--- config.mk ---
export PLATFORM = sky130hd
export DESIGN_NAME = dma3d_seq
export DESIGN_NICKNAME = d
export VERILOG_FILES = /design/src/rtl/dma3d_pkg.sv /design/src/rtl/dma3d_link_tbl.sv /design/src/rtl/dma3d_addr_step.sv /design/src/rtl/dma3d_seq.sv
export SDC_FILE = /design/constraint.sdc
export NUM_CORES = 2
export LEC_CHECK = 0
export ABC_AREA = 1
export CORE_ASPECT_RATIO = 2
export CORE_MARGIN = 2
export CORE_UTILIZATION = 30
export CTS_CLUSTER_DIAMETER = 200
export DETAILED_ROUTE_END_ITERATION = 16
export HOLD_SLACK_MARGIN = 0.12
export SLEW_MARGIN = 20
export SYNTH_ARGS = -nofsm -noshare
export SYNTH_HDL_FRONTEND = slang
export SYNTH_SLANG_ARGS = --single-unit
--- constraint.sdc ---
create_clock -name clk -period 63.8 [get_ports clk]
set_clock_uncertainty 0.15 [all_clocks]
set_input_delay 12.76 -clock clk [delete_from_list [all_inputs] [get_ports clk]]
set_output_delay 12.76 -clock clk [all_outputs]
set_load 0.02 [all_outputs]
--- src/rtl/dma3d_pkg.sv ---
package dma3d_pkg;
    localparam int ADDR_W = 32;
    localparam int CNT_W  = 16;
    localparam int IDX_W  = 16;
    localparam int LINK_W = 3;
    localparam logic [LINK_W-1:0] LINK_NONE = '1;
    localparam int TBL_DEPTH = (1 << LINK_W) - 1;

    typedef enum logic [1:0] {
        SYNC_ARRAY = 2'd0,
        SYNC_FRAME = 2'd1,
        SYNC_BLOCK = 2'd2
    } sync_e;

    typedef struct packed {
        logic [ADDR_W-1:0]        src;
        logic [ADDR_W-1:0]        dst;
        logic [CNT_W-1:0]         acnt;
        logic [CNT_W-1:0]         bcnt;
        logic [CNT_W-1:0]         ccnt;
        logic signed [IDX_W-1:0]  s_astep;
        logic signed [IDX_W-1:0]  d_astep;
        logic signed [IDX_W-1:0]  s_fstep;
        logic signed [IDX_W-1:0]  d_fstep;
        logic                     s_fix;
        logic                     d_fix;
        logic [1:0]               sync;
        logic [LINK_W-1:0]        link;
        logic                     chain_en;
        logic                     irq_en;
    } xfer_set_t;

    localparam int SET_W = $bits(xfer_set_t);
endpackage

--- src/rtl/dma3d_link_tbl.sv ---
module dma3d_link_tbl
    import dma3d_pkg::*;
#(
    parameter int DEPTH = TBL_DEPTH
) (
    input  logic              clk,
    input  logic              rst_n,
    input  logic              wr_en,
    input  logic [LINK_W-1:0] wr_idx,
    input  xfer_set_t         wr_set,
    input  logic [LINK_W-1:0] rd_idx,
    output xfer_set_t         rd_set
);
    xfer_set_t mem_q [DEPTH];

    always_ff @(posedge clk) begin
        if (!rst_n) begin
            for (int i = 0; i < DEPTH; i++) mem_q[i] <= '0;
        end else if (wr_en && (32'(wr_idx) < DEPTH)) begin
            mem_q[wr_idx] <= wr_set;
        end
    end

    always_comb begin
        rd_set = '0;
        if (32'(rd_idx) < DEPTH) rd_set = mem_q[rd_idx];
    end
endmodule

--- src/rtl/dma3d_addr_step.sv ---
module dma3d_addr_step #(
    parameter int AW = 32,
    parameter int IW = 16
) (
    input  logic [AW-1:0]        cur,
    input  logic [AW-1:0]        base,
    input  logic signed [IW-1:0] astep,
    input  logic signed [IW-1:0] fstep,
    input  logic                 fixed,
    input  logic                 frame_end,
    output logic [AW-1:0]        nxt_cur,
    output logic [AW-1:0]        nxt_base
);
    localparam int EXT = AW - IW;
    logic [AW-1:0] astep_x, fstep_x;

    always_comb begin
        astep_x  = {{EXT{astep[IW-1]}}, astep};
        fstep_x  = {{EXT{fstep[IW-1]}}, fstep};
        nxt_cur  = cur;
        nxt_base = base;
        if (!fixed) begin
            if (frame_end) begin
                nxt_base = base + fstep_x;
                nxt_cur  = base + fstep_x;
            end else begin
                nxt_cur  = cur + astep_x;
            end
        end
    end
endmodule

--- src/rtl/dma3d_seq.sv ---
module dma3d_seq
    import dma3d_pkg::*;
(
    input  logic              clk,
    input  logic              rst_n,
    input  logic              ld_valid,
    input  logic [LINK_W-1:0] ld_sel,
    input  logic [SET_W-1:0]  ld_data,
    input  logic              trig,
    output logic              req_valid,
    input  logic              req_ready,
    output logic [ADDR_W-1:0] req_src,
    output logic [ADDR_W-1:0] req_dst,
    output logic [CNT_W-1:0]  req_len,
    output logic              done_o,
    output logic              chain_o,
    output logic              trig_err_o
);
    typedef struct packed {
        xfer_set_t         p;
        logic [ADDR_W-1:0] s_cur;
        logic [ADDR_W-1:0] s_base;
        logic [ADDR_W-1:0] d_cur;
        logic [ADDR_W-1:0] d_base;
        logic [CNT_W-1:0]  b_left;
        logic [CNT_W-1:0]  c_left;
        logic              busy;
        logic              done;
        logic              chain;
        logic              err;
    } seq_st_t;

    seq_st_t st_d, st_q;
    xfer_set_t ld_set, link_set;
    logic xfer, frame_end, blk_end, set_empty;
    logic [ADDR_W-1:0] s_nxt_cur, s_nxt_base, d_nxt_cur, d_nxt_base;

    function automatic seq_st_t arm(input xfer_set_t s);
        seq_st_t r;
        r        = '0;
        r.p      = s;
        r.s_cur  = s.src;
        r.s_base = s.src;
        r.d_cur  = s.dst;
        r.d_base = s.dst;
        r.b_left = s.bcnt;
        r.c_left = s.ccnt;
        return r;
    endfunction

    assign ld_set = xfer_set_t'(ld_data);

    dma3d_link_tbl #(.DEPTH(TBL_DEPTH)) u_tbl (
        .clk    (clk),
        .rst_n  (rst_n),
        .wr_en  (ld_valid && (ld_sel != LINK_NONE)),
        .wr_idx (ld_sel),
        .wr_set (ld_set),
        .rd_idx (st_q.p.link),
        .rd_set (link_set)
    );

    dma3d_addr_step #(.AW(ADDR_W), .IW(IDX_W)) u_src_step (
        .cur       (st_q.s_cur),
        .base      (st_q.s_base),
        .astep     (st_q.p.s_astep),
        .fstep     (st_q.p.s_fstep),
        .fixed     (st_q.p.s_fix),
        .frame_end (frame_end),
        .nxt_cur   (s_nxt_cur),
        .nxt_base  (s_nxt_base)
    );

    dma3d_addr_step #(.AW(ADDR_W), .IW(IDX_W)) u_dst_step (
        .cur       (st_q.d_cur),
        .base      (st_q.d_base),
        .astep     (st_q.p.d_astep),
        .fstep     (st_q.p.d_fstep),
        .fixed     (st_q.p.d_fix),
        .frame_end (frame_end),
        .nxt_cur   (d_nxt_cur),
        .nxt_base  (d_nxt_base)
    );

    always_comb begin
        st_d       = st_q;
        st_d.done  = 1'b0;
        st_d.chain = 1'b0;
        st_d.err   = 1'b0;
        xfer       = st_q.busy && req_ready;
        frame_end  = (st_q.b_left == CNT_W'(1));
        blk_end    = frame_end && (st_q.c_left == CNT_W'(1));
        set_empty  = (st_q.p.acnt == '0) || (st_q.p.bcnt == '0) || (st_q.p.ccnt == '0);
        if (!st_q.busy) begin
            if (ld_valid && (ld_sel == LINK_NONE)) begin
                st_d = arm(ld_set);
            end else if (trig) begin
                if (set_empty) st_d.err  = 1'b1;
                else           st_d.busy = 1'b1;
            end
        end else if (xfer) begin
            if (blk_end) begin
                st_d       = arm(link_set);
                st_d.done  = st_q.p.irq_en;
                st_d.chain = st_q.p.chain_en;
            end else begin
                st_d.s_cur  = s_nxt_cur;
                st_d.s_base = s_nxt_base;
                st_d.d_cur  = d_nxt_cur;
                st_d.d_base = d_nxt_base;
                st_d.b_left = frame_end ? st_q.p.bcnt : st_q.b_left - CNT_W'(1);
                st_d.c_left = frame_end ? st_q.c_left - CNT_W'(1) : st_q.c_left;
                if ((st_q.p.sync == SYNC_ARRAY) ||
                    ((st_q.p.sync == SYNC_FRAME) && frame_end))
                    st_d.busy = 1'b0;
            end
        end
    end

    always_ff @(posedge clk) begin
        if (!rst_n) st_q <= '0;
        else        st_q <= st_d;
    end

    assign req_valid  = st_q.busy;
    assign req_src    = st_q.s_cur;
    assign req_dst    = st_q.d_cur;
    assign req_len    = st_q.p.acnt;
    assign done_o     = st_q.done;
    assign chain_o    = st_q.chain;
    assign trig_err_o = st_q.err;

    AST_REQ_HOLD: assert property (@(posedge clk) disable iff (!rst_n)
        (req_valid && !req_ready) |=> (req_valid && $stable(req_src) &&
                                       $stable(req_dst) && $stable(req_len)));
    AST_DONE_AFTER_XFER: assert property (@(posedge clk) disable iff (!rst_n)
        done_o |-> $past(req_valid && req_ready));
    AST_CHAIN_AFTER_XFER: assert property (@(posedge clk) disable iff (!rst_n)
        chain_o |-> ($past(req_valid && req_ready) && !req_valid));
    AST_ERR_IDLE: assert property (@(posedge clk) disable iff (!rst_n)
        trig_err_o |-> ($past(trig) && !req_valid && !done_o));
    AST_FIX_SRC: assert property (@(posedge clk) disable iff (!rst_n)
        (req_valid && req_ready && st_q.p.s_fix && !blk_end) |=> $stable(req_src));
endmodule

==> flow_metrics.py <==
metrics = {
    "synth": {
        "syn_area_um2": 86100,
        "yosys-top-cells-area": "edfxtp_1, nor2_1, dfxtp_1, o21ai_0, nand2_1",
        "yosysWarnings": 0,
        "syn-instance-count": 9899,
        "synth.cells.most_frequent": "nor2_1, edfxtp_1, o21ai_0",
        "async_flop_share_pct": 0,
        "synth_cell_types": 53,
        "yosysSeqAreaShare_pct": 56.2,
        "synth_top_cell_area_share_pct": 45.2,
        "synth_top_area_cell": "edfxtp_1",
        "postSynthAreaPerCell_um2": 8.70,
        "synth-edff-count": 1295,
        "synth_ff_type": "edfxtp_1",
        "ys_ff_latch": 1768,
        "yosysMostFrequentCell": "nor2_1",
    },
    "sta": {
        "min_period_over_period_pct": 27.5,
        "min_period_ns": 17.58,
        "tns_ns": 0,
        "rsz0062_at_grt": "false",
        "worstMarginPinSlew_ns": 1.17,
        "setup_violations": 0,
        "max_freq_ghz": 0.0569,
        "setup_slack_ns": 46.22,
        "slew_viol_final": 0,
        "hold_viol": 0,
        "relSlewSlack_pct": 22.3,
    },
    "critical_path": {
        "worstPathMaxFanout": 90,
        "crit_arrival_ns": 17.86,
        "ff2ff_path_depth": 10,
        "start_kind": "input port",
        "cp.required_ns": 64.08,
        "endpoint_kind": "flip-flop",
        "path_class": "in -> reg",
        "reg2reg_slack_ns": 58.15,
        "r2r_end": "st_q[27]$_SDFFE_PN0P_",
    },
    "cells_and_area": {
        "multiInputGateArea_um2": 32300,
        "nFillCells": 29700,
        "drive_gt1_share_pct": 4.18,
        "nets": 10300,
        "seqCellArea_um2": 48400,
        "area_growth_pct": 13.5,
    },
    "clock_network": {
        "cts_root_buf": "clkbuf_16",
        "cts.sinks": 1768,
        "cts_setup_buffers": 0,
        "cts_made_buffers": 166,
        "insertion_delay_ns": 0.84,
        "path_clk_slew_ns": 0.06,
        "cts_tree": "yes",
        "cts-resized-gates": 0,
        "clockBufferDepth": 4,
        "holdBufCountCts": 0,
        "cts.htree.levels": 4,
    },
    "status": {
        "status": "finished, final reports clean",
    },
    "grt": {
        "track_usage_pct": 22.0,
        "antenna_found_initial": 42,
        "met1_usage_pct": 26.3,
        "gr-usage-met3_pct": 3.15,
        "grt_max_degree": 173,
        "grt_pass1_vias": 71200,
        "grt_pass1_wl_mm": 477,
        "gr-total-overflow": 0,
        "busiest_layer": "met2",
        "grt_use_met2_pct": 37.6,
    },
    "hold_path": {
        "min_from": "u_tbl.mem_q[6][163]$_SDFFE_PN0P_",
        "min_path_cells": 2,
        "min_to": "u_tbl.mem_q[6][163]$_SDFFE_PN0P_",
        "hp-class": "reg -> reg",
    },
    "detailed_routing": {
        "avgViaCountPerCell": 5.27,
        "dr.first_iter.drc_count": 6668,
        "wl_mm": 333,
        "drc": 0,
        "route.vias.total": 73200,
        "ant_nets": 0,
        "drt_pass1_iterations": 8,
        "wire_per_inst_um": 24.0,
    },
    "die": {
        "die_y_um": 762,
        "io_pins": 277,
        "initial_utilization_pct": 30.1,
        "core-area_um2": 286000,
        "die_w_um": 383,
        "rows": 278,
        "die-area_um2": 292000,
    },
    "place": {
        "place_ws_ns": 45.45,
        "gp_congestion": 0.966,
        "portBuffers": 276,
        "place_hpwl_mm": 215,
    },
    "power_and_ir_drop": {
        "p_leak_uw": 0.0371,
        "p_per_area_nw_per_um2": 27.1,
        "peakVddDrop_uv": 19.0,
    },
    "run": {
        "cap_viol_max_count": 0,
    },
}
## placed cells by master, fill, tap and decap left out, types with 26 or more instances in the layout
| master | synthesis | final |
|---|---|---|
| xor2_1 | 49 | 49 |
| inv_1 | 834 | 829 |
| dfxtp_1 | 473 | 469 |
| clkbuf_1 | 445 | 44 |
| nand2_1 | 994 | 983 |
| a22oi_1 | 39 | 39 |
| clkbuf_16 | 0 | 167 |
| a21oi_1 | 492 | 492 |
| a31oi_1 | 31 | 31 |
| clkbuf_8 | 0 | 26 |
| nor3_1 | 36 | 36 |
| o21ai_0 | 1233 | 1233 |
| ha_1 | 128 | 128 |
| o22ai_1 | 192 | 192 |
| nand3_1 | 361 | 361 |
| buf_4 | 85 | 103 |
| nor2_1 | 2567 | 2567 |
| clkdlybuf4s50_1 | 0 | 275 |
| o21bai_1 | 29 | 29 |
| xnor2_1 | 31 | 31 |
| o211ai_1 | 66 | 66 |
| o221ai_1 | 178 | 178 |
| conb_1 | 1 | 185 |
| edfxtp_1 | 1295 | 1295 |
## kinds of logic after synthesis
group | after synthesis | share of synthesized area [%]
DFF | 1768 | 56.2
xor gates and xnor gates | 80 | 0.814
AOI/OAI and AO/OA | 2324 | 15.2
and+or+nand+nor | 4051 | 18.6
adders and majority gates | 132 | 1.95
other | 1 | 0.00435
buffers and inverters | 1543 | 7.28
## worst max-delay path, cell delays in order
cell             delay [ns]
clkdlybuf4s50_1        0.56
nand3_1                0.18
nand2_1                0.12
nor2_1                 0.44
inv_8                  0.40
nor3_1                 0.60
nand2_4                0.20
nand2_4                0.77
buf_4                  0.73
buf_4                  0.87
## worst max path at each step
stage | from | endpoint | slack [ns]
after floorplan | ld_sel[0] | u_tbl.mem_q[5][0]$_DFFE_PP_ | 31.07
after global placement | ld_sel[1] | u_tbl.mem_q[1][13]$_SDFFCE_PN0P_ | 45.49
after detailed placement | ld_sel[1] | u_tbl.mem_q[1][164]$_SDFFCE_PN0P_ | 45.45
after CTS | ld_sel[1] | u_tbl.mem_q[1][171]$_SDFFCE_PN0P_ | 46.31
after global routing | ld_sel[1] | u_tbl.mem_q[1][167]$_SDFFCE_PN0P_ | 46.07
final | ld_sel[1] | u_tbl.mem_q[1][62]$_SDFFCE_PN0P_ | 46.22
## stage by stage
step | hold slack, ns | area, µm² | instances | utilization (%) | power, µW
after floorplan | 0.274 | 86800 | 10100 | - | 1540
final | 0.305 | 97800 | 13900 | 34.2 | 2650
after global routing | 0.337 | 97700 | 13900 | 34.2 | 2720
after global placement | 0.286 | 92400 | 13600 | 32.3 | 1660
after CTS | 0.306 | 97700 | 13900 | 34.2 | 2660
after detailed placement | 0.289 | 92400 | 13600 | 32.3 | 1660
## flip-flops by register name, indices dropped and copies added (netlist names), named ones only
| register | flops |
|---|---|
| req_dst | 32 |
| st_q | 201 |
| trig_err_o | 1 |
| chain_o | 1 |
| req_src | 32 |
| done_o | 1 |
| req_len | 16 |
| req_valid | 1 |
| u_tbl.mem_q | 1480 |
## power by group
part           switching (µW)  internal (µW)  total [µW]
sequential               36.3           1300        1340
clock                     446            562        1010
combinational             220           83.4         303
total                     702           1950        2650
## metal layers
layer  wire (µm)  part of all wire [%]
met4       21200                   6.4
met1      128000                    38
met5         266                 0.080
met2      160000                    48
met3       23400                   7.0
## layout make-up
type,instances,area share (%)
Multi-Input combinational cell,6772,33.0
Clock buffer,237,4.81
Antenna cell,17,0.0435
Inverter,847,3.29
Timing Repair Buffer,391,3.87
Sequential cell,1768,49.5
Clock inverter,59,0.623
Tap cell,3780,4.84
No activity file was read; power rests on OpenSTA's default activity.
